## config.mk

```make
export PLATFORM = sky130hd
export DESIGN_NAME = aux_edid_responder
export DESIGN_NICKNAME = d
export VERILOG_FILES = /design/src/rtl/aux_edid_pkg.sv /design/src/rtl/edid_store.sv /design/src/rtl/aux_req_decode.sv /design/src/rtl/aux_i2c_sel.sv /design/src/rtl/aux_edid_responder.sv
export SDC_FILE = /design/constraint.sdc
export NUM_CORES = 1
export LEC_CHECK = 0
export ABC_CLOCK_PERIOD_IN_PS = 11200
export BUFFER_PORTS_ARGS = -buffer_cell sky130_fd_sc_hd__buf_2
export CORE_ASPECT_RATIO = 0.9
export CORE_MARGIN = 2
export CORE_UTILIZATION = 50
export DETAILED_ROUTE_END_ITERATION = 10
export GPL_ROUTABILITY_DRIVEN = 0
export PLACE_DENSITY = 0.66
export SYNTH_ARGS = -nofsm -noshare
export SYNTH_HDL_FRONTEND = slang
export SYNTH_HIERARCHICAL = 1
export SYNTH_SLANG_ARGS = --single-unit
```

## constraint.sdc

```tcl
create_clock -name clk -period 11.2 [get_ports clk]
set_clock_uncertainty 0.1 [all_clocks]
set_input_delay 0.56 -clock clk [delete_from_list [all_inputs] [get_ports clk]]
set_output_delay 0.56 -clock clk [all_outputs]
set_load 0.03 [all_outputs]
```

## src/rtl/aux_edid_pkg.sv

```systemverilog
package aux_edid_pkg;

    localparam int CTL_BUSY_BIT = 31;
    localparam int CTL_DONE_BIT = 30;
    localparam int LEN_LSB      = 20;
    localparam int LEN_W        = 5;
    localparam logic [7:0] ACK_CODE = 8'h00;

    typedef enum logic [2:0] {
        RG_CTL, RG_D1, RG_D2, RG_D3, RG_D4, RG_D5, RG_NONE
    } reg_sel_e;

    typedef enum logic [2:0] {
        ACT_CLEAR,      // stop or address reset
        ACT_START,      // EDID device start
        ACT_ACK,        // acknowledged, no state change
        ACT_READ,       // single byte read
        ACT_BAD_READ    // read of unsupported length
    } req_act_e;

    typedef struct packed {
        req_act_e act;
        logic     is_read;
    } req_t;

    function automatic reg_sel_e decode_offset(input logic [7:0] off);
        case (off)
            8'h10:   return RG_CTL;
            8'h14:   return RG_D1;
            8'h18:   return RG_D2;
            8'h1C:   return RG_D3;
            8'h20:   return RG_D4;
            8'h24:   return RG_D5;
            default: return RG_NONE;
        endcase
    endfunction

    function automatic req_t decode_req(input logic [LEN_W-1:0] len,
                                        input logic [3:0]       cmd,
                                        input logic [15:0]      addr,
                                        input logic [15:0]      dev_addr);
        req_t r;
        r.is_read = cmd[0];
        if (len == LEN_W'(3)) begin
            if (!cmd[2] || addr == 16'h0) r.act = ACT_CLEAR;
            else if (addr == dev_addr)    r.act = ACT_START;
            else                          r.act = ACT_ACK;
        end else if (!cmd[0]) begin
            r.act = ACT_ACK;
        end else if (len == LEN_W'(4)) begin
            r.act = ACT_READ;
        end else begin
            r.act = ACT_BAD_READ;
        end
        return r;
    endfunction

endpackage

```

## src/rtl/edid_store.sv

```systemverilog
module edid_store #(
    parameter int DEPTH = 128,
    localparam int IDX_W = $clog2(DEPTH)
) (
    input  logic             clk,
    input  logic             we,
    input  logic [IDX_W-1:0] widx,
    input  logic [7:0]       wbyte,
    input  logic [IDX_W-1:0] ridx,
    output logic [7:0]       rbyte
);
    logic [7:0] mem [DEPTH];

    always_ff @(posedge clk) begin
        if (we) mem[widx] <= wbyte;
    end

    assign rbyte = mem[ridx];
endmodule

```

## src/rtl/aux_req_decode.sv

```systemverilog
module aux_req_decode
    import aux_edid_pkg::*;
#(
    parameter logic [15:0] DEV_ADDR = 16'h0050
) (
    input  logic [LEN_W-1:0] len,
    input  logic [3:0]       cmd,
    input  logic [15:0]      addr,
    output req_t             req
);
    always_comb req = decode_req(len, cmd, addr, DEV_ADDR);
endmodule

```

## src/rtl/aux_i2c_sel.sv

```systemverilog
module aux_i2c_sel
    import aux_edid_pkg::*;
#(
    parameter int DEPTH  = 128,
    parameter int PORT_W = 2,
    localparam int PTR_W = $clog2(DEPTH) + 1
) (
    input  logic              clk,
    input  logic              rst,
    input  logic              fire,
    input  req_act_e          act,
    input  logic [PORT_W-1:0] port_in,
    input  logic              mon_present,
    input  logic              mon_is_dp,
    input  logic [7:0]        store_byte,
    output logic              sel_active,
    output logic              edid_ready,
    output logic [PORT_W-1:0] sel_port,
    output logic [PTR_W-1:0]  ptr,
    output logic [7:0]        reply_byte
);
    logic in_range;
    logic can_serve;

    assign in_range  = ptr < PTR_W'(DEPTH);
    assign can_serve = sel_active && edid_ready;

    always_comb begin
        if (!can_serve)                   reply_byte = 8'hFF;
        else if (!in_range || !mon_present) reply_byte = 8'h00;
        else                              reply_byte = store_byte;
    end

    always_ff @(posedge clk) begin
        if (rst) begin
            sel_active <= 1'b0;
            edid_ready <= 1'b0;
            sel_port   <= '0;
            ptr        <= '0;
        end else if (fire) begin
            case (act)
                ACT_CLEAR: begin
                    sel_active <= 1'b0;
                    edid_ready <= 1'b0;
                    sel_port   <= '0;
                    ptr        <= '0;
                end
                ACT_START: begin
                    sel_active <= 1'b1;
                    sel_port   <= port_in;
                    if (mon_present && mon_is_dp) edid_ready <= 1'b1;
                end
                ACT_READ: begin
                    if (can_serve && in_range && mon_present) ptr <= ptr + 1'b1;
                end
                default: ;
            endcase
        end
    end

    p_ptr_bound_r11: assert property (@(posedge clk) disable iff (rst)
        ptr <= PTR_W'(DEPTH));

    p_ready_needs_sel_r6: assert property (@(posedge clk) disable iff (rst)
        edid_ready |-> sel_active);

    p_clear_r4: assert property (@(posedge clk) disable iff (rst)
        (fire && act == ACT_CLEAR) |=> (!sel_active && !edid_ready && ptr == '0));

    p_deselected_read_r9: assert property (@(posedge clk) disable iff (rst)
        (fire && act == ACT_READ && !can_serve) |=> $stable(ptr));
endmodule

```

## src/rtl/aux_edid_responder.sv

```systemverilog
module aux_edid_responder
    import aux_edid_pkg::*;
#(
    parameter int          DEPTH    = 128,
    parameter int          PORT_W   = 2,
    parameter logic [15:0] DEV_ADDR = 16'h0050,
    localparam int         IDX_W    = $clog2(DEPTH),
    localparam int         PTR_W    = IDX_W + 1,
    localparam int         NDATA    = 5
) (
    input  logic              clk,
    input  logic              rst,
    input  logic              reg_wr_en,
    input  logic [7:0]        reg_wr_addr,
    input  logic [31:0]       reg_wr_data,
    input  logic [7:0]        reg_rd_addr,
    output logic [31:0]       reg_rd_data,
    input  logic              store_wr_en,
    input  logic [IDX_W-1:0]  store_wr_idx,
    input  logic [7:0]        store_wr_byte,
    input  logic              mon_present,
    input  logic              mon_is_dp,
    input  logic [PORT_W-1:0] port_in,
    output logic              sel_active,
    output logic              edid_ready,
    output logic [PORT_W-1:0] sel_port
);
    logic [31:0] ctl_q;
    logic [31:0] data_q [NDATA];

    reg_sel_e    wsel;
    reg_sel_e    rsel;
    logic        fire;
    req_t        req;
    logic [PTR_W-1:0] ptr;
    logic [7:0]  store_byte;
    logic [7:0]  reply_byte;
    logic [31:0] reply_word;

    assign wsel = decode_offset(reg_wr_addr);
    assign rsel = decode_offset(reg_rd_addr);
    assign fire = reg_wr_en && wsel == RG_CTL && reg_wr_data[CTL_BUSY_BIT];

    aux_req_decode #(.DEV_ADDR(DEV_ADDR)) u_dec (
        .len  (reg_wr_data[LEN_LSB +: LEN_W]),
        .cmd  (data_q[0][31:28]),
        .addr (data_q[0][23:8]),
        .req  (req)
    );

    edid_store #(.DEPTH(DEPTH)) u_store (
        .clk   (clk),
        .we    (store_wr_en),
        .widx  (store_wr_idx),
        .wbyte (store_wr_byte),
        .ridx  (ptr[IDX_W-1:0]),
        .rbyte (store_byte)
    );

    aux_i2c_sel #(.DEPTH(DEPTH), .PORT_W(PORT_W)) u_sel (
        .clk         (clk),
        .rst         (rst),
        .fire        (fire),
        .act         (req.act),
        .port_in     (port_in),
        .mon_present (mon_present),
        .mon_is_dp   (mon_is_dp),
        .store_byte  (store_byte),
        .sel_active  (sel_active),
        .edid_ready  (edid_ready),
        .sel_port    (sel_port),
        .ptr         (ptr),
        .reply_byte  (reply_byte)
    );

    always_comb begin
        reply_word = {ACK_CODE, 24'h0};
        if (req.act == ACT_READ) reply_word[23:16] = reply_byte;
    end

    always_ff @(posedge clk) begin
        if (rst) begin
            ctl_q <= '0;
        end else if (fire) begin
            ctl_q <= '0;
            ctl_q[CTL_DONE_BIT] <= 1'b1;
            ctl_q[LEN_LSB +: LEN_W] <= req.is_read ? LEN_W'(2) : LEN_W'(1);
        end
    end

    // data word 1 is also the reply target of a processed request
    always_ff @(posedge clk) begin
        if (rst) begin
            data_q[0] <= '0;
        end else if (fire) begin
            if (req.act != ACT_BAD_READ) data_q[0] <= reply_word;
        end else if (reg_wr_en && wsel == RG_D1) begin
            data_q[0] <= reg_wr_data;
        end
    end

    for (genvar g = 1; g < NDATA; g++) begin : g_data
        always_ff @(posedge clk) begin
            if (rst)                                         data_q[g] <= '0;
            else if (reg_wr_en && wsel == reg_sel_e'(g + 1)) data_q[g] <= reg_wr_data;
        end
    end

    always_comb begin
        case (rsel)
            RG_CTL:  reg_rd_data = ctl_q;
            RG_D1:   reg_rd_data = data_q[0];
            RG_D2:   reg_rd_data = data_q[1];
            RG_D3:   reg_rd_data = data_q[2];
            RG_D4:   reg_rd_data = data_q[3];
            RG_D5:   reg_rd_data = data_q[4];
            default: reg_rd_data = '0;
        endcase
    end

    p_idle_ctl_r2: assert property (@(posedge clk) disable iff (rst)
        (reg_wr_en && wsel == RG_CTL && !reg_wr_data[CTL_BUSY_BIT])
        |=> ($stable(ctl_q) && $stable(data_q[0]) && $stable(ptr)));

    p_done_r3: assert property (@(posedge clk) disable iff (rst)
        fire |=> ctl_q[CTL_DONE_BIT] && !ctl_q[CTL_BUSY_BIT]);

    p_ack_code_r7: assert property (@(posedge clk) disable iff (rst)
        (fire && req.act != ACT_BAD_READ) |=> data_q[0][31:24] == ACK_CODE
                                               && data_q[0][15:0] == 16'h0);

    p_bad_read_r10: assert property (@(posedge clk) disable iff (rst)
        (fire && req.act == ACT_BAD_READ) |=> $stable(data_q[0]));

    p_step_r8: assert property (@(posedge clk) disable iff (rst)
        !(fire && req.act == ACT_CLEAR) |=> (ptr == $past(ptr) || ptr == $past(ptr) + 1'b1));
endmodule

```

==> results, run 1 <==
- The run finished with clean final reports.
- The transition time at the pin with the least slew margin is 1299 ps.
- The TritonCTS clock tree is yes.
- The vertical die dimension is 298.4 um.
- The synthesized netlist cell count is 2306.
- The proportion of layout cells with a drive suffix above 1 is 0.2864.
- The maximum clock insertion buffer count is 3.
- The worst setup path is launched from a flop.
- Dividing the detail-routed wire length by the instance count gives 29.24 um.
- The predominant post-synthesis flop cell is sky130_fd_sc_hd__edfxtp_1.
- The number of hold-repair buffers added at the cts stage is 1.
- The post-layout instance count excluding filler cells is 3802.
- Clock tree synthesis inserted a total of approximately 120 buffers.
- The worst setup path is captured at a flop.
- The remaining antenna violation count is 0.
- Synthesis inferred 1199 register bits.
- The number of antenna violations at the first check in global routing is 15.
- The via count of the routed design is 23710.
- By startpoint and endpoint, the worst setup path is classified as flop to flop.
- Data arrives at the worst endpoint at ~5700 ps.
- The floorplan core area is 95050 um2.
- In this run, post-CTS repair resized a total of 0 instances.
- The buffer count from post-CTS setup fixing is 0.
- CTS placed an instance of sky130_fd_sc_hd__clkbuf_16 at the clock tree root.
- Walking the worst path, the cells encountered are buf_12 > buf_4 > mux4_2 > mux4_2 > mux4_2 > mux2_2 > a21o_1 > a22o_1.
- Setup repair after global routing left no endpoint under its margin.
- Setup violations remaining at the end of the flow were counted as 0.
- The worst reg-to-reg setup slack is 5900 ps.
- The count of filler cells inserted in the layout is 6936.
- The power density over cell area is 166.8 nW/um2.
- The aggregate routed wire length is 111200 um.
- The number of nets in the synthesized netlist is ~2400.
- The die width is 331.1 um.
- The initial utilization of the core area, before any placement, comes to 0.5066.
- In this run, synthesis inferred around 1200 flip-flops with an integrated enable.
- Summing every instance area after synthesis gives 48150 um2.
- The die covers 98810 um2.
- The number of optimization iterations in the first detailed-route pass is 5.
- The overflow left after global routing is 0.
- The relative slew slack is 0.1340.
- For this run, the total global-route usage over all layers was measured as 0.2262.
- In the layout the commonest cells are sky130_fd_sc_hd__edfxtp_1, sky130_fd_sc_hd__mux4_2, sky130_fd_sc_hd__nor2_1.
- Across the run, the number of max-cap violations was 0.
- Of the available clock period, the critical path in the final layout requires 0.4729.
- Among all stages on the critical path, the largest delay is contributed by sky130_fd_sc_hd__buf_4.
- CTS built an H-tree with a depth of 3.
- The number of cell rows is 107.
- The post-layout net count is 2518.
- The cell type with the highest occurrence count on the critical path is sky130_fd_sc_hd__mux4_2.
- The via count normalized by instance count is 6.237.
- The via count of the first global-routing pass is 23770.
- OpenSTA, run right after detailed placement, puts the worst setup slack at 5860 ps.
- The count of pins on the block boundary is about 110.
- The final-report hold violation count is 0.
- The final-report max-slew violation count is 0.
- For this run, the number of Yosys warnings is 6.
- The first global-routing pass estimated 161700 um of wire.
- For the worst setup path, the data required time is roughly 12000 ps.
- The number of cells after detailed placement is 3580.
- In this run, distinct cell masters in the synthesized netlist total between 60 and 70.
- Averaged over all synthesized cells, the footprint is 20.88 um2.
- The count of routing violations after the opening detailed-route iteration is 2907.
- The proportion of synthesized flip-flops having asynchronous set or reset is 0.
- The final HPWL from detailed placement is 65730 um.
- The post-route worst setup slack is a little under 6000 ps.
- The area growth from synthesis to layout is 11.97%.
- The clock transition at the registers of the reported paths is 70 ps.
- The share of the Yosys chip area taken by registers is 0.7446.
- In this run the worst path has a maximum fanout of 110.
- The worst-case vdd ir drop is 0.0001495 V.
- The highest clock rate is 188.8 MHz.
- The tightest min-delay check is of the primary input to flop type.
- At the later pin of the worst-skew pair, clock insertion delay measures 690 ps.
- The final total negative setup slack is 0 ps.
- The number of clock sinks is 1199.
- The total of buffers placed on input and output ports is about 110.
- Summed over all cells, the static leakage comes to 16.36 nW.
- The largest net degree at the start of global routing is approximately 160.
- Leaving out fill and tap cells, the most frequent cell in the layout is sky130_fd_sc_hd__edfxtp_1.
- The detailed-route DRC error count is 0.
- The longest individual stage delay on the worst path is 870 ps.
- The smallest clock period supported by the final layout is computed as 5296 ps.
==> power by group <==
group          total (mW)  internal [mW]  switching (mW)
clock                3.83           2.20            1.63
combinational       0.180         0.0425           0.138
sequential           4.99           4.97          0.0139
==> cells in the mapped netlist (12+ instances only) <==
| master | n | share of area |
|---|---|---|
| sky130_fd_sc_hd__edfxtp_1 | 1184 | 0.74 |
| sky130_fd_sc_hd__mux4_2 | 336 | 0.16 |
| sky130_fd_sc_hd__nor2_1 | 168 | 0.013 |
| sky130_fd_sc_hd__and2_1 | 148 | 0.019 |
| sky130_fd_sc_hd__clkbuf_1 | 74 | 0.0058 |
| sky130_fd_sc_hd__mux2_2 | 36 | 0.0084 |
| sky130_fd_sc_hd__nand2_1 | 34 | 0.0027 |
| sky130_fd_sc_hd__mux2i_1 | 30 | 0.0062 |
| sky130_fd_sc_hd__a22oi_1 | 26 | 0.0041 |
| sky130_fd_sc_hd__o22a_1 | 25 | 0.0045 |
| sky130_fd_sc_hd__nand3_1 | 21 | 0.0022 |
| sky130_fd_sc_hd__buf_2 | 20 | 0.0021 |
| sky130_fd_sc_hd__buf_1 | 18 | 0.0014 |
| sky130_fd_sc_hd__nor3_1 | 17 | 0.0018 |
| sky130_fd_sc_hd__dfxtp_1 | 15 | 0.0062 |
| sky130_fd_sc_hd__a21oi_1 | 12 | 0.0012 |
| sky130_fd_sc_hd__buf_4 | 12 | 0.0019 |
==> routing by layer <==
layer / part of all wire / track usage
met3: 0.082 / 0.05045
met4: 0.030 / 0.06918
met2: 0.49 / 0.3541
met5: 0.00012 / 0
met1: 0.40 / 0.3215
==> sequential cells by signal, indices dropped and copies added, names as in the netlist <==
name,flops
u_store/mem,1024
data_q,160
u_sel/ptr,8
ctl_q,3
u_sel/sel_port,2
u_sel/edid_ready,1
u_sel/sel_active,1
==> path summary, 6_finish.rpt <==
path / start / to / cells past startpoint
setup / recovery: u_sel/ptr[0] / data_q[0][19] / 8
hold / removal: port_in[0] / u_sel/sel_port[0] / 3
setup reg to reg: u_sel/ptr[0] / data_q[0][19] / 8
hold reg to reg: u_sel/sel_port[0] / u_sel/sel_port[0] / 2
==> cell families (layout without fill, tap and decap cells) <==
group,after synthesis,count (layout),share of synthesized area
other,0,7,0
and+or+nand+nor,449,449,0.04963
muxes,403,403,0.1721
AOI/OAI and AO/OA,121,121,0.02053
xor gates and xnor gates,1,1,0.0001819
buffers and inverters,131,367,0.01247
adders and majority gates,2,2,0.0005196
DFF,1199,1199,0.7446
==> worst max-delay path: cells and delay by family, from the launching register on <==
kind	cells	cell delay, ps
DFF	1	800
AOI/OAI and AO/OA	2	350
muxes	4	1990
buffers and inverters	2	1530
==> metrics by stage <==
step	util	hold slack [ps]	cell area, um2	total power, mW
finish	0.5673	63.27	53920	8.995
floorplan	-	340.2	48150	5.140
CTS	0.5670	8.918	53900	9.053
global placement	0.5279	339.6	50170	5.248
global route	0.5672	40.20	53920	9.240
detailed placement	0.5279	347.9	50170	5.260
==> layout make-up <==
type | count | area [um2] | share of cell area
Antenna cell | 7 | 17.52 | 0.0003249
Multi-Input combinational cell | 976 | 11820 | 0.2193
Clock inverter | 67 | 641.9 | 0.01190
Inverter | 1 | 3.754 | 0.00006962
Tap cell | 1253 | 1568 | 0.02908
Clock buffer | 147 | 3070 | 0.05695
Timing Repair Buffer | 152 | 925.9 | 0.01717
Sequential cell | 1199 | 35870 | 0.6652
(Power assumes the default switching activity.)
==> run 2, diff against run 1 <==
- ABC_CLOCK_PERIOD_IN_PS: 11200 -> 5300
- clock period: 11.2 -> 5.3 ns (I/O delays scaled with it)
==> results, run 2 (synthesis results as in run 1) <==
- The top routing layer in use is met4.
- The total clock buffers created by CTS is 117 (+1.7%).
- The final-report hold violation count came to 0 (unchanged).
- The largest net degree at the start of global routing is 119 (-26%).
- The endpoint identified for the worst register-to-register timing path is data_q[0][20].
- The remaining antenna violation count is 0 (unchanged).
- The effective utilization at floorplan is 0.5066 (unchanged).
- The worst reg-to-reg path cell count was 7 (-1).
- The maximum level of the CTS H-tree is 3 (unchanged).
- The area occupied by multi-input gates was 11810 um2 (about the same).
- The end point of the worst hold path is u_store/mem[56][3].
- The amount of wire on met2 after detailed routing is 54580 um (+1.0%).
- The count of pins on the block boundary is 107 (unchanged).
- The clock latency reported for the late side of the worst-skew pair is 700 ps (about the same).
- The worst path required time is 4930 ps (-6620 ps).
- The worst reg-to-reg setup slack is 1310 ps (-4590 ps).
- The most common library cell in the layout ignoring fill and taps is sky130_fd_sc_hd__edfxtp_1.
- The largest registers in the layout are u_store/mem (1024), data_q (160), u_sel/ptr (8).
- The via count normalized by instance count was 6.241 (about the same).
- The total setup violations reported at the end of the flow was 0 (unchanged).
- The critical register-to-register path startpoint is u_sel/ptr[2].
- The post-placement worst setup slack is 1330 ps (-4530 ps).
- The register with the most flip-flops is u_store/mem.
- The library cells used most frequently in the layout, excluding fill and tap cells, are sky130_fd_sc_hd__edfxtp_1, sky130_fd_sc_hd__mux4_2, sky130_fd_sc_hd__nor2_1.
- The worst hold path cell count is 1 (-2).
- The number of antenna repair diodes was 0 (-7).
- Setup repair after global routing left no endpoint under its margin.
- The count of routing violations after the opening detailed-route iteration came to 2949 (+1.4%).
- The clock transition at the registers of the reported paths was 60 ps (about the same).
- The storage element area came to 35870 um2 (unchanged).
- The power density over cell area came to 348.0 nW/um2 (+110%).
- The total of cells resized after clock tree synthesis is 0 (unchanged).
- The proportion of layout cells with a drive suffix above 1 is 0.2850 (-0.001389).
- The number of cell rows was 107 (unchanged).
- The floorplan core area is 95050 um2 (unchanged).
- In the finished design, the share of the clock period the worst path needs comes to 0.7557.
- The max-cap check violation count came to 0 (unchanged).
- The element type at the critical path start is a primary input.
- The flow ran to the end, and the final reports show no timing, DRC or antenna violations.
- The aggregate routed wire length came to 113000 um (+1.6%).
- The via count of the routed design came to 24050 (+1.4%).
- The post-layout net count is 2574 (+2.2%).
- The aggregate global-route resource usage came to 0.2308 (+0.004605).
- The leakage power of the design was 16.60 nW (+1.5%).
- The total power is 18.95 mW (+110%).
- The start point of the worst min-delay path is store_wr_byte[3].
- The number of flip-flops in the largest register is 1024 (unchanged).
- The class of the tightest hold or removal check is primary input to flop.
- The buffer count from post-CTS setup fixing is 0 (unchanged).
- The type of destination of the critical path is an output pin.
- The maximum fanout along the worst path is 14 (-87%).
- The total die area is 98810 um2 (unchanged).
- The relative slew slack was 0.1553 (+0.02132).
- The transition time at the pin with the least slew margin came to 1267 ps (-31.98 ps).
- The sum of met3 wire segment lengths after detailed routing is 9085 um (-0.14%).
- The worst-case vdd ir drop was 0.0003328 V (+120%).
- The post-route worst setup slack is 1295 ps (-4609 ps).
- The number of antenna violations at the first check in global routing was 1 (-14).
- Compared with the post-synthesis result, the final layout area differs by 13.05%.
- The final total negative setup slack is 0 ps (unchanged).
- The detailed-route DRC error count came to 0 (unchanged).
- The overflow left after global routing was 0 (unchanged).
- The die width came to 331.1 um (unchanged).
- The number of clock sinks is 1199 (unchanged).
- TritonCTS built the clock tree.
- The number of optimization iterations in the first detailed-route pass is 7 (+2).
- The final-report max-slew violation count is 0 (unchanged).
- The detailed-route wire length on metal 1 came to 46810 um (+4.7%).
- The final HPWL from detailed placement is 68360 um (+4.0%).
- The global-route wire length before repair is 165800 um (+2.5%).
- The root cell of the clock tree is sky130_fd_sc_hd__clkbuf_16.
- The via count of the first global-routing pass is 24280 (+2.2%).
- For this run, the top clock speed supported by timing is roughly 250 MHz.
- The maximum clock insertion buffer count is 3 (unchanged).
- The number of hold-repair buffers added at the cts stage is 45 (+44).
- The classification of the worst setup path is primary input to output pin.
- The data arrival time of the worst path is 3640 ps (-2010 ps).
- The count of filler cells inserted in the layout is 6882 (-0.78%).
- The routed design could run at a clock period as short as 4005 ps.
- The total of buffers placed on input and output ports came to 106 (unchanged).
- The average wire length per cell after detail routing came to 29.32 um (+0.28%).
- The vertical die dimension came to 298.4 um (unchanged).
==> run 2: cell types whose count changed in the layout (fill, tap and decap cells not counted), moves of 3 or more <==
cell | before | now
sky130_fd_sc_hd__diode_2 | 7 | 0
sky130_fd_sc_hd__dlygate4sd3_1 | 1 | 45
sky130_fd_sc_hd__clkinv_2 | 19 | 23
sky130_fd_sc_hd__bufinv_16 | 12 | 9
sky130_fd_sc_hd__buf_4 | 52 | 57
sky130_fd_sc_hd__clkinv_4 | 0 | 3
sky130_fd_sc_hd__buf_12 | 2 | 7
sky130_fd_sc_hd__clkbuf_8 | 3 | 0
==> run 2: worst max path at each step <==
stage | from | endpoint | slack [ps] | depth (start not counted)
6_report | reg_rd_addr[5] | reg_rd_data[29] | 1290 | 10
5_1_grt | reg_rd_addr[5] | reg_rd_data[31] | 1130 | 10
4_1_cts | reg_rd_addr[5] | reg_rd_data[28] | 1350 | 10
3_5_place_dp | u_sel/ptr[2] | data_q[0][20] | 1330 | 7
3_3_place_gp | u_sel/ptr[2] | data_q[0][17] | 1340 | 7
2_1_floorplan | data_q[0][10] | data_q[0][0] | 1680 | 7
==> run 2: final cells by class <==
type / instances / share of cell area
clock buffers: 142 / 0.05551
clock inverters: 76 / 0.01209
inverters: 1 / 0.00006895
multi-input cells: 976 / 0.2170
flip-flops and latches: 1199 / 0.6589
well taps: 1253 / 0.02880
repair buffers: 206 / 0.02763
==> run 2: layer usage <==
metal,track usage,vias up
li1,-,9958
met1,0.3418,12880
met2,0.3605,1048
met3,0.04388,162
met4,0.05363,0
met5,0,-
==> run 2: per-stage QoR <==
step,utilization,hold slack [ps],cells,cell area (um2)
final,0.5727,33.02,3853,54440
after global routing,0.5727,34.19,3853,54440
after CTS,0.5727,7.906,3853,54440
after detailed placement,0.5292,350.1,3590,50310
after global placement,0.5292,349.5,3590,50310
after floorplan,-,232.9,2306,48150
==> run 2: power by group <==
group | internal (mW) | switching [mW]
registers | 10.5 | 0.0285
clock network | 4.50 | 3.50
logic | 0.111 | 0.305
==> run 2: critical path, cell delays in order <==
cell and delay, ps:
sky130_fd_sc_hd__buf_2 120, sky130_fd_sc_hd__nor4b_4 700, sky130_fd_sc_hd__nand3_1 170, sky130_fd_sc_hd__ha_1 310
sky130_fd_sc_hd__nor4b_4 990, sky130_fd_sc_hd__buf_4 390, sky130_fd_sc_hd__a22oi_1 110, sky130_fd_sc_hd__o22a_1 230
sky130_fd_sc_hd__nor2_1 120, sky130_fd_sc_hd__buf_2 220
==> run 3, diff against run 2 <==
- ABC_CLOCK_PERIOD_IN_PS: 5300 -> 3840
- clock period: 5.3 -> 3.84 ns (I/O delays scaled with it)
==> results, run 3 (synthesis results as in run 1) <==
- The total clock buffers created by CTS is 118 (+0.85%).
- The via count of the first global-routing pass is 24780 (+2.1%).
- The class of the tightest hold or removal check is primary input to flop.
- The maximum fanout along the worst path is 25 (+11).
- The transition time at the pin with the least slew margin is 1305 ps (+37.61 ps).
- The number of optimization iterations in the first detailed-route pass came to 6 (-1).
- The number of flip-flops in the largest register was 1024 (unchanged).
- The remaining antenna violation count is 0 (unchanged).
- The library cells used most frequently in the layout, excluding fill and tap cells, are sky130_fd_sc_hd__edfxtp_1, sky130_fd_sc_hd__mux4_2, sky130_fd_sc_hd__nor2_1.
- The clock transition at the registers of the reported paths was 60 ps (about the same).
- The data arrival time of the worst path was 3980 ps (+340 ps).
- The switching power of the nets is 5.227 mW (+36%).
- The post-layout instance count excluding filler cells is 3936 (+2.2%).
- The relative slew slack came to 0.1255 (-0.02981).
- The library cell used most frequently in the layout, excluding fill and tap cells, is sky130_fd_sc_hd__edfxtp_1.
- The total power was 26.16 mW (+38%).
- The post-layout net count is 2658 (+3.3%).
- The overflow left after global routing was 0 (unchanged).
- Setup repair after global routing left no endpoint under its margin.
- The number of hold-repair buffers added at the cts stage is 49 (+8.9%).
- The register with the most flip-flops is u_store/mem.
- The maximum level of the CTS H-tree is 3 (unchanged).
- The global-route wire length before repair is 169800 um (+2.4%).
- The final total negative setup slack is 0 ps (unchanged).
- The post-layout utilization of the core was 0.5816 (+0.008872).
- The minimum clock period after layout is 3635 ps.
- The net switching fraction of the power is 0.1998 (-0.002337).
- The count of filler cells inserted in the layout came to 6841 (-0.60%).
- The leakage power of the design is 17.08 nW (+2.9%).
- The floorplan core area was 95050 um2 (unchanged).
- The worst setup path is launched from a flop.
- Dividing the final minimum period by the clock period gives 0.9465.
- The average wire length per cell after detail routing is 29.22 um (-0.35%).
- The number of antenna violations at the first check in global routing was 6 (+5).
- The via count normalized by instance count was 6.220 (-0.34%).
- The buffer count from post-CTS setup fixing is 0 (unchanged).
- The maximum clock insertion buffer count came to 3 (unchanged).
- The largest net degree at the start of global routing is 104 (-13%).
- The worst-case vdd ir drop came to 0.0004006 V (+20%).
- The worst path required time was 4180 ps (-750 ps).
- The largest registers in the layout are u_store/mem (1024), data_q (160), u_sel/ptr (8).
- The total setup violations reported at the end of the flow is 0 (unchanged).
- The clock latency reported for the late side of the worst-skew pair is 700 ps (about the same).
- The final HPWL from detailed placement was 71530 um (+4.6%).
- The type of destination of the critical path is a flop.
- The proportion of layout cells with a drive suffix above 1 was 0.3020 (+0.01701).
- CTS placed an instance of sky130_fd_sc_hd__clkbuf_16 at the clock tree root.
- The final-report max-slew violation count is 0 (unchanged).
- The number of cell rows is 107 (unchanged).
- The via count of the routed design came to 24480 (+1.8%).
- The vertical die dimension is 298.4 um (unchanged).
- Timing would allow up to 275.1 MHz.
- The fraction of power consumed by the clock network is 0.422 (about the same).
- The power density over cell area was 473.3 nW/um2 (+36%).
- The die width is 331.1 um (unchanged).
- The detailed-route DRC error count is 0 (unchanged).
- The fraction of power consumed by combinational cells is 0.023 (about the same).
- The sequential share of power came to 0.556 (about the same).
- The cell-internal power is 20.94 mW (+38%).
- The max-cap check violation count is 0 (unchanged).
- The aggregate routed wire length came to 115000 um (+1.8%).
- The run finished with clean final reports.
- The count of routing violations after the opening detailed-route iteration is 2789 (-5.4%).
- TritonCTS built the clock tree.
- The count of pins on the block boundary was 107 (unchanged).
- The total of cells resized after clock tree synthesis came to 0 (unchanged).
- The total of buffers placed on input and output ports is 106 (unchanged).
- The number of cells after detailed placement is 3669 (+2.2%).
- The aggregate global-route resource usage came to 0.2358 (+0.005020).
- The number of clock sinks is 1199 (unchanged).
- The total die area is 98810 um2 (unchanged).
- The effective utilization at floorplan came to 0.5066 (unchanged).
- The critical path is of the flop to flop type.
- The final-report hold violation count is 0 (unchanged).
- Compared with the post-synthesis result, the final layout area differs by 14.80%.
## run 3: final timing paths
kind | cells past startpoint | start | slack (ps) | endpoint
worst min register to register | 2 | u_sel/ptr[7] | 380 | u_sel/ptr[7]
worst max-delay path | 8 | u_sel/ptr[0] | 210 | data_q[0][21]
worst min-delay path | 1 | store_wr_byte[7] | 40 | u_store/mem[107][7]
worst max register to register | 8 | u_sel/ptr[0] | 210 | data_q[0][21]
## run 3: critical path: stages, from the launching register on
cell and delay [ps]:
sky130_fd_sc_hd__dfxtp_4 420, sky130_fd_sc_hd__buf_12 250, sky130_fd_sc_hd__buf_12 210, sky130_fd_sc_hd__mux4_2 560, sky130_fd_sc_hd__mux4_2 570, sky130_fd_sc_hd__mux4_2 540
sky130_fd_sc_hd__mux2_2 300, sky130_fd_sc_hd__a21o_1 170, sky130_fd_sc_hd__a22o_1 210
## run 3: final cells by class
cell class / instances / area (um2) / share of cell area
Sequential cell: 1199 / 35870 / 0.6489
Multi-Input combinational cell: 976 / 11800 / 0.2134
Clock buffer: 148 / 3129 / 0.05661
Timing Repair Buffer: 289 / 2362 / 0.04273
Tap cell: 1253 / 1568 / 0.02836
Clock inverter: 69 / 548.0 / 0.009914
Inverter: 1 / 3.754 / 0.00006790
Antenna cell: 1 / 2.502 / 0.00004527
## run 3: routing by layer
layer / global-route usage / up-vias / wire length, um
met4: 0.06060 / 0 / 2643
li1: - / 10120 / -
met5: 0 / - / 0
met2: 0.3752 / 1065 / 56650
met3: 0.03551 / 179 / 8547
met1: 0.3467 / 13120 / 47150
## run 3: power by group through the flow
stage                     registers, mW  logic (mW)  clock network (mW)
after floorplan                    14.8       0.187                   0
after global placement             14.8       0.529                   0
after detailed placement           14.8       0.554                   0
after CTS                          14.5       0.592                11.2
after global routing               14.5       0.634                11.7
final                              14.5       0.590                11.0
## run 3: metrics by stage
step / hold slack, ps / worst slack, ps / area (um2)
2_1_floorplan: 159.9 / 219.3 / 48150
6_report: 39.35 / 205.3 / 55280
5_1_grt: 103.4 / 136.6 / 55280
3_5_place_dp: 359.6 / 216.0 / 51110
3_3_place_gp: 338.3 / 198.5 / 51110
4_1_cts: 51.13 / 198.2 / 55280
